$ cat src/rtl/wdt_pkg.sv
package wdt_pkg;
  localparam logic [7:0] KEY_FIRST  = 8'h3C;
  localparam logic [7:0] KEY_SECOND = 8'hC3;
  localparam int         WIN_CLKS   = 3;
  localparam int         B_IE       = 2;
  localparam int         B_ARM      = 3;
  localparam int         B_RESTART  = 4;
  localparam int         B_CLR      = 5;
  localparam logic       A_CTRL     = 1'b0;
  localparam logic       A_UNLOCK   = 1'b1;
endpackage

$ cat src/rtl/wdt_access.sv
module wdt_access
  import wdt_pkg::*;
(
  input  logic       clk,
  input  logic       rst,
  input  logic       fire,
  input  logic       wr_en,
  input  logic       wr_addr,
  input  logic [7:0] wr_data,
  output logic [1:0] tsel,
  output logic       ie,
  output logic       arm,
  output logic       restart,
  output logic       clr
);
  localparam int WW = $clog2(WIN_CLKS + 1);

  logic          key_seen;
  logic [WW-1:0] win;
  logic          ctrl_wr;
  logic          open_w;

  assign ctrl_wr = wr_en && (wr_addr == A_CTRL);
  assign open_w  = (win != '0);
  assign restart = ctrl_wr && open_w && wr_data[B_RESTART];
  assign clr     = ctrl_wr && wr_data[B_CLR];

  always_ff @(posedge clk) begin
    if (rst) begin
      key_seen <= 1'b0;
      win      <= '0;
      tsel     <= 2'b00;
      ie       <= 1'b0;
      arm      <= 1'b0;
    end else begin
      if (open_w) win <= win - 1'b1;
      if (wr_en) begin
        key_seen <= 1'b0;
        win      <= '0;
        if (wr_addr == A_UNLOCK) begin
          if (wr_data == KEY_FIRST) key_seen <= 1'b1;
          else if (wr_data == KEY_SECOND && key_seen) win <= WW'(WIN_CLKS);
        end else begin
          tsel <= wr_data[1:0];
          ie   <= wr_data[B_IE];
          if (open_w) arm <= wr_data[B_ARM];
        end
      end
      if (fire) begin
        arm      <= 1'b0;
        win      <= '0;
        key_seen <= 1'b0;
      end
    end
  end


  guard_chk: assert property (@(posedge clk) disable iff (rst)
    (ctrl_wr && !open_w && !fire) |=> (arm == $past(arm)));


  win_range_chk: assert property (@(posedge clk) disable iff (rst)
    (ctrl_wr && open_w) |=> (win == '0));
endmodule

$ cat src/rtl/wdt_count.sv
module wdt_count #(
  parameter int EXP0     = 17,
  parameter int EXP1     = 20,
  parameter int EXP2     = 23,
  parameter int EXP3     = 26,
  parameter int GAP_CLKS = 512
) (
  input  logic       clk,
  input  logic       rst,
  input  logic [1:0] tsel,
  input  logic       arm,
  input  logic       restart,
  input  logic       clr,
  output logic       fire,
  output logic       flag,
  output logic       rst_pulse
);
  localparam int EMAX = (EXP0 > EXP1 ? EXP0 : EXP1) > (EXP2 > EXP3 ? EXP2 : EXP3)
                      ? (EXP0 > EXP1 ? EXP0 : EXP1) : (EXP2 > EXP3 ? EXP2 : EXP3);
  localparam int CW = EMAX + 1;
  localparam int GW = $clog2(GAP_CLKS + 1);
  localparam int EXPS [4] = '{EXP0, EXP1, EXP2, EXP3};

  logic [CW-1:0] cnt;
  logic [CW-1:0] lim;
  logic [GW-1:0] gap;
  logic          expired;
  logic          hit;

  always_comb begin
    lim = (CW'(1) << EXPS[tsel]) - CW'(1);
  end

  assign hit  = arm && !restart && !expired && (cnt >= lim);
  assign fire = arm && !restart && expired && (gap == GW'(GAP_CLKS - 1));

  always_ff @(posedge clk) begin
    if (rst) begin
      cnt       <= '0;
      gap       <= '0;
      expired   <= 1'b0;
      flag      <= 1'b0;
      rst_pulse <= 1'b0;
    end else begin
      rst_pulse <= fire;
      if (fire) begin
        cnt     <= '0;
        gap     <= '0;
        expired <= 1'b0;
        flag    <= 1'b0;
      end else begin
        if (restart) begin
          cnt     <= '0;
          gap     <= '0;
          expired <= 1'b0;
        end else if (arm) begin
          if (expired)  gap     <= gap + 1'b1;
          else if (hit) expired <= 1'b1;
          else          cnt     <= cnt + 1'b1;
        end
        if (hit)      flag <= 1'b1;
        else if (clr) flag <= 1'b0;
      end
    end
  end


  pulse_width_chk: assert property (@(posedge clk) disable iff (rst)
    rst_pulse |=> !rst_pulse);


  flag_hold_chk: assert property (@(posedge clk) disable iff (rst)
    (flag && !clr) |=> (flag || rst_pulse));


  hold_chk: assert property (@(posedge clk) disable iff (rst)
    (!arm && !restart) |=> $stable(cnt));


  restart_chk: assert property (@(posedge clk) disable iff (rst)
    restart |=> (cnt == '0 && !expired && !rst_pulse));
endmodule

$ cat src/rtl/wdt_guard.sv
module wdt_guard #(
  parameter int EXP0     = 17,
  parameter int EXP1     = 20,
  parameter int EXP2     = 23,
  parameter int EXP3     = 26,
  parameter int GAP_CLKS = 512
) (
  input  logic       clk,
  input  logic       rst,
  input  logic       wr_en,
  input  logic       wr_addr,
  input  logic [7:0] wr_data,
  output logic       irq_o,
  output logic       flag_o,
  output logic       wdrst_o
);
  logic [1:0] tsel;
  logic       ie, arm, restart, clr, fire, flag, rst_pulse;

  wdt_access u_acc (
    .clk(clk), .rst(rst), .fire(fire), .wr_en(wr_en), .wr_addr(wr_addr),
    .wr_data(wr_data), .tsel(tsel), .ie(ie), .arm(arm), .restart(restart), .clr(clr)
  );

  wdt_count #(
    .EXP0(EXP0), .EXP1(EXP1), .EXP2(EXP2), .EXP3(EXP3), .GAP_CLKS(GAP_CLKS)
  ) u_cnt (
    .clk(clk), .rst(rst), .tsel(tsel), .arm(arm), .restart(restart), .clr(clr),
    .fire(fire), .flag(flag), .rst_pulse(rst_pulse)
  );

  assign flag_o  = flag;
  assign irq_o   = flag & ie;
  assign wdrst_o = rst_pulse;


  irq_gate_chk: assert property (@(posedge clk) disable iff (rst)
    irq_o |-> flag_o);
endmodule

$ cat config.mk
export PLATFORM = sky130hd
export DESIGN_NAME = wdt_guard
export DESIGN_NICKNAME = d
export VERILOG_FILES = /design/src/rtl/wdt_pkg.sv /design/src/rtl/wdt_access.sv /design/src/rtl/wdt_count.sv /design/src/rtl/wdt_guard.sv
export SDC_FILE = /design/constraint.sdc
export NUM_CORES = 1
export LEC_CHECK = 0
export BUFFER_PORTS_ARGS = -buffer_cell sky130_fd_sc_hd__buf_4
export CORE_UTILIZATION = 35
export DETAILED_ROUTE_END_ITERATION = 10
export HOLD_SLACK_MARGIN = 0.08
export PLACE_DENSITY = 0.6
export SETUP_SLACK_MARGIN = 0.05
export SLEW_MARGIN = 15
export SYNTH_ARGS = -nofsm -noshare
export SYNTH_HDL_FRONTEND = slang
export SYNTH_SLANG_ARGS = --single-unit
$ cat constraint.sdc
create_clock -name clk -period 7 [get_ports clk]
set_input_delay 0.35 -clock clk [delete_from_list [all_inputs] [get_ports clk]]
set_output_delay 0.35 -clock clk [all_outputs]
set_load 0.01 [all_outputs]
==> results.ini, run 1 <==
[placement]
portBuffers = 14
place_congestion = 0.729
hpwl_um = 3860
dp_cells = 411
dpl_cell_area_um2 = 2790

[setup_path]
crit_slowest_cell = or4_1
cp_top_family = simple AND/OR/NAND/NOR gates
path_cells = inv_1 > ha_1 > or2_2 > xor2_1 > ha_1 > nand4_1 > a21oi_1 > o21ai_1 > nand4b_1 > buf_4 > or4_1 > a21oi_1
crit_arrival_ns = 3.20
cp.required_ns = 7.23
critPathBufInv = 2
endpoint_kind = register
slowest_delay_ns = 0.53
worst-setup-path-type = register to register
crit_path_max_fanout = 48
crit_path_start_kind = register

[logic_synthesis]
ys_ff_latch = 47
yosysTopAreaCell = dfxtp_1
syn_nets = 339
yosys.area.top_type_share = 0.361
syn_inst = 309
ys_warn_count = 0
avgSynthCellArea_um2 = 8.43
syn-cell-area_um2 = 2600
ys_seq_area_frac = 0.361
synth_edf_count = 0
synth_ff_type = dfxtp_1
synthArstFlopShare = 0
synth_cell_types = 46
ys_top_cells_by_area = dfxtp_1, ha_1, a21oi_1

[layout]
finalNonFillerCells = 419
final_common_cell = dfxtp_1
fin_area_um2 = 2900
final_nets = 349
final_cell_mix = dfxtp_1, a21oi_1, nor2_1, nand2_1, nand3_1
syn_to_final_growth_pct = 11.4
final_layout_size_suffix_gt1_frac = 0.0875
antennaDiodeCount = 0

[route]
vias_per_cell = 5.36
dr_total_vias = 2244
routedWlPerCell_um = 12.8
ant_nets = 0
initialDrtViolationCount = 86
drt_first_pass_iters = 4
drc = 0
postRouteWirelength_um = 5380

[clock_tree]
ctsHoldBuffers = 0
clock-sinks = 47
path_clk_slew_ns = 0.09
cts_root_buf = clkbuf_8
postCtsResizedCells = 0
cts_buffer_depth = 2
numCtsBuffers = 5
cts_setup_buffers = 0
cts_tree = yes
h-tree-depth = 2
clk_latency_ns = 0.30

[sta]
setup_tns_ns = 0
max_freq_mhz = 336
slew_viol_final = 0
worstMarginPinSlew_ns = 0.694
setup_viol = 0
fin_skew_ns = 0.00489
timing.final.crit_period_ns = 2.97
period_share = 0.425
hold_violations = 0
max-slew-margin-rel = 0.533
hold_ws_ns = 0.255
rsz0062_at_grt = no

[status]
status = completed

[floorplan]
rows = 31
die_x_um = 88.3
ios = 15
coreArea_um2 = 7210
die_area_um2 = 7790
die_h_um = 88.3
start_util = 0.361

[grt]
grt_max_degree = 49
grt_pass1_vias = 2104
grt_overflow_total = 0
grt.total_usage = 0.151
grt_first_pass_wirelength_um = 9400
antenna_found_initial = 0

[min_path]
hold_class = primary input to register

[power_and_ir_drop]
irDropWorstVdd_v = 0.0000954
leakage_nw = 1.01
power_density_nw_per_um2 = 180

[flow_run]
drv_cap = 0

[stage by stage]
| stage | utilization | setup WS, ns | total power [mW] |
|---|---|---|---|
| after floorplan | - | 4.33 | 0.310 |
| after global placement | 0.386 | 4.18 | 0.323 |
| after detailed placement | 0.386 | 4.02 | 0.324 |
| after CTS | 0.402 | 3.99 | 0.530 |
| after global routing | 0.402 | 3.78 | 0.547 |
| final | 0.402 | 4.03 | 0.521 |
[cells by family after synthesis]
logic type / count (synthesis) / synth area share
fa+ha+maj: 18 / 0.0865
compound gates: 72 / 0.170
simple gates: 137 / 0.302
mux: 1 / 0.00384
xor+xnor: 12 / 0.0403
buf+inv: 22 / 0.0370
flops: 47 / 0.361
[cells in the mapped netlist, drive strengths merged, types with 2 or more instances]
master and number:
nor3 5, nor4b 2, a21oi 35, nor2b 2
dfxtp 47, o41ai 2, inv 9, and3 9
or3 11, o21ai 12, nand3 19, nor2 27
o31ai 14, clkbuf 7, and2 3, ha 18
or4 15, nand4b 3, nor3b 2, nand4 10
xor2 9, nand2 19, nand2b 2, buf 6
xnor2 3
[per-layer routing]
metal / vias up / GRT usage / share of wire
met5: - / 0 / 0
met4: 0 / 0.0396 / 0.0091
met3: 5 / 0.0280 / 0.020
met2: 14 / 0.256 / 0.46
met1: 1061 / 0.197 / 0.51
li1: 1164 / - / -
[worst register-to-register path, cell delays in order (launching register included)]
cell      delay [ns]
dfxtp_1         0.39
inv_1           0.10
ha_1            0.23
or2_2           0.32
xor2_1          0.18
ha_1            0.29
nand4_1         0.13
a21oi_1         0.07
o21ai_1         0.13
nand4b_1        0.11
buf_4           0.27
or4_1           0.54
a21oi_1         0.15
[worst paths after layout]
kind | cells past startpoint | end | from | slack [ns]
worst min register to register | 2 | u_acc.key_seen | u_acc.key_seen | 0.48
worst max-delay path | 12 | u_cnt.cnt[15] | u_acc.tsel[0] | 4.03
worst min-delay path | 2 | u_acc.tsel[1] | rst | 0.25
worst max register to register | 12 | u_cnt.cnt[15] | u_acc.tsel[0] | 4.03
[cell type report]
cell class | instances | area (um2)
inverter | 9 | 33.8
fill | 762 | 4310
sequential | 47 | 941
timing repair buffer | 16 | 120
clock buffer | 5 | 68.8
multi-input combinational | 240 | 1570
tap | 99 | 124
clock inverter | 3 | 46.3
[where the power goes]
part	total [mW]	internal [mW]	leakage, nW	switching, mW
sequential	0.272	0.270	0.379	0.00224
combinational	0.0450	0.0185	0.573	0.0265
clock	0.204	0.108	0.0548	0.0963
[registers in the layout (all words and copies together) (netlist names)]
register and flops:
u_cnt.gap 10, u_acc.arm 1, u_acc.tsel 2, u_cnt.flag 1, u_cnt.expired 1, u_acc.ie 1, u_acc.win 2, u_cnt.rst_pulse 1
u_cnt.cnt 27, u_acc.key_seen 1
Power figures use the tool's default switching activity.
==> inputs of run 2 (changes only) <==
==> constraint.sdc (replaced) <==
create_clock -name clk -period 3 [get_ports clk]
set_input_delay 0.15 -clock clk [delete_from_list [all_inputs] [get_ports clk]]
set_output_delay 0.15 -clock clk [all_outputs]
set_load 0.01 [all_outputs]
==> results.ini, run 2 (synthesized netlist as in run 1, its figures left out) <==
[layout]
reg_top3 = u_cnt.cnt (27), u_cnt.gap (10)  ; unchanged
final_layout_size_suffix_gt1_frac = 0.161  ; was 0.0875
final_nets = 358  ; was 349
regMostFlops = u_cnt.cnt  ; unchanged
final_common_cell = dfxtp_1  ; unchanged
final_cell_mix = dfxtp_1, a21oi_1, nor2_1, buf_4  ; was dfxtp_1, a21oi_1, nor2_1, nand2_1, nand3_1
antennaDiodeCount = 0  ; unchanged
syn_to_final_growth_pct = 19.0  ; was 11.4%
fin_area_um2 = 3100  ; was 2900 um2
largest_register_ffs = 27  ; unchanged

[setup_path]
crit_path_max_fanout = 8  ; was 48
path_common_cell = a21oi_2
cp_num_cells = 13  ; was 12
crit_path_start = u_acc.tsel[0]  ; unchanged
slowest_delay_ns = 0.42  ; was 0.53 ns
cp_top_family = simple AND/OR/NAND/NOR gates  ; unchanged
reg2reg_depth = 13  ; was 12
rr_endpoint = u_cnt.cnt[24]  ; was u_cnt.cnt[15]
worst-setup-path-type = register to register  ; unchanged
endpoint_kind = register  ; unchanged
crit_path_start_kind = register  ; unchanged
path_cells = inv_4 > ha_4 > or2_4 > xor2_2 > ha_1 > nand4_1 > a21oi_2 > o21ai_1 > nand4b_1 > buf_12 > buf_6 > or4_4 > a21oi_2  ; was inv_1 > ha_1 > or2_2 > xor2_1 > ha_1 > nand4_1 > a21oi_1 > o21ai_1 > nand4b_1 > buf_4 > or4_1 > a21oi_1
cp.required_ns = 3.23  ; was 7.23 ns
crit_slowest_cell = or4_4  ; was or4_1
crit_arrival_ns = 3.10  ; was 3.20 ns
r2r-start = u_acc.tsel[0]  ; unchanged
critPathBufInv = 3  ; was 2
r2r_slack_ns = 0.13  ; was 4.03 ns

[route]
drc = 0  ; unchanged
dr_total_vias = 2326  ; was 2244
routedWlPerCell_um = 13.4  ; was 12.8 um
initialDrtViolationCount = 116  ; was 86
ant_nets = 0  ; unchanged
drt_first_pass_iters = 4  ; unchanged
postRouteWirelength_um = 5750  ; was 5380 um
vias_per_cell = 5.43  ; was 5.36

[min_path]
hp-start = wr_data[0]  ; was rst
holdPathEnd = u_acc.tsel[0]  ; was u_acc.tsel[1]
hold_depth = 3  ; was 2
hold_class = primary input to register  ; unchanged

[sta]
max-slew-margin-rel = 0.586  ; was 0.533
fin_skew_ns = 0.00431  ; was 0.00489 ns
worstMarginPinSlew_ns = 0.613  ; was 0.694 ns
hold_ws_ns = 0.101  ; was 0.255 ns
timing.final.crit_period_ns = 2.87  ; was 2.97 ns
period_share = 0.957  ; was 0.425
rsz0062_at_grt = no  ; unchanged
worst_slack_ns = 0.129  ; was 4.03 ns
hold_violations = 0  ; unchanged
setup_tns_ns = 0  ; unchanged
max_freq_mhz = 348  ; was 336 MHz
setup_viol = 0  ; unchanged
slew_viol_final = 0  ; unchanged

[power_and_ir_drop]
irDropWorstVdd_v = 0.000285  ; was 0.0000954 V
leakage_nw = 1.08  ; was 1.01 nW
power_density_nw_per_um2 = 398  ; was 180 nW/um2

[placement]
dpl_cell_area_um2 = 2820  ; was 2790 um2
hpwl_um = 3850  ; was 3860 um
portBuffers = 14  ; unchanged
pre_cts_slack_ns = 0.0358  ; was 4.02 ns
place_congestion = 0.782  ; was 0.729

[clock_tree]
cts_buffer_depth = 2  ; unchanged
clk_latency_ns = 0.29  ; was 0.30 ns
h-tree-depth = 2  ; unchanged
path_clk_slew_ns = 0.09  ; about the same
numCtsBuffers = 5  ; unchanged
cts_tree = yes  ; unchanged
cts_root_buf = clkbuf_8  ; unchanged
clock-sinks = 47  ; unchanged

[floorplan]
rows = 31  ; unchanged
ios = 15  ; unchanged
start_util = 0.361  ; unchanged
die_h_um = 88.3  ; unchanged
die_area_um2 = 7790  ; unchanged
die_x_um = 88.3  ; unchanged
coreArea_um2 = 7210  ; unchanged

[flow_run]
drv_cap = 0  ; unchanged

[grt]
grt_first_pass_wirelength_um = 9100  ; was 9400 um
grt_max_degree = 38  ; was 49
grt_pass1_vias = 2078  ; was 2104
antenna_found_initial = 0  ; unchanged
grt_overflow_total = 0  ; unchanged
grt.total_usage = 0.147  ; was 0.151

[status]
status = completed  ; unchanged

## run 2: how the worst max path moves through the flow
| stage | to |
|---|---|
| after floorplan | u_cnt.cnt[9] |
| after global placement | u_cnt.cnt[15] |
| after detailed placement | u_cnt.cnt[25] |
| after CTS | u_cnt.cnt[15] |
| after global routing | u_cnt.cnt[24] |
| final | u_cnt.cnt[24] |
## run 2: per-stage QoR
step           instances   util  power, mW
6_report             428  0.430       1.23
5_1_grt              428  0.430       1.29
4_1_cts              423  0.408       1.23
3_5_place_dp         414  0.391      0.758
3_3_place_gp         414  0.391      0.755
2_1_floorplan        309      -      0.723
## run 2: area by class of cell
| class | count | area [um2] |
|---|---|---|
| clock inverter | 3 | 43.8 |
| timing repair buffer | 25 | 228 |
| inverter | 9 | 38.8 |
| sequential | 47 | 946 |
| tap | 99 | 124 |
| clock buffer | 5 | 68.8 |
| fill | 751 | 4120 |
| multi-input combinational | 240 | 1650 |
## run 2: report_power, final
part	internal [mW]	switching [mW]	total, mW
Clock	0.248	0.220	0.468
Combinational	0.0583	0.0692	0.128
Sequential	0.630	0.00643	0.636
Total	0.937	0.295	1.23
## run 2: what timing repair did
item | CTS | global route
hold endpoints to repair | 4 | 0
hold buffers | 1 | 0
endpoints found under the setup margin | 7 | 21
cloned | 0 | 1
pin swaps | 1 | 7
gates resized for setup | 1 | 27
buffers inserted | 0 | 4
## run 2: worst reg2reg max path, cell delays in order, from the launching register on
cell and delay (ns):
dfxtp_4 0.40, inv_4 0.06, ha_4 0.16, or2_4 0.24, xor2_2 0.18, ha_1 0.31
nand4_1 0.12, a21oi_2 0.05, o21ai_1 0.14, nand4b_1 0.23, buf_12 0.22, buf_6 0.12
or4_4 0.42, a21oi_2 0.15
## run 2: per-layer routing
metal | up-vias | GRT usage | wire (um)
li1 | 1191 | - | -
met1 | 1111 | 0.194 | 2910
met2 | 22 | 0.244 | 2650
met3 | 2 | 0.0317 | 148
met4 | 0 | 0.0381 | 36
met5 | - | 0 | 0
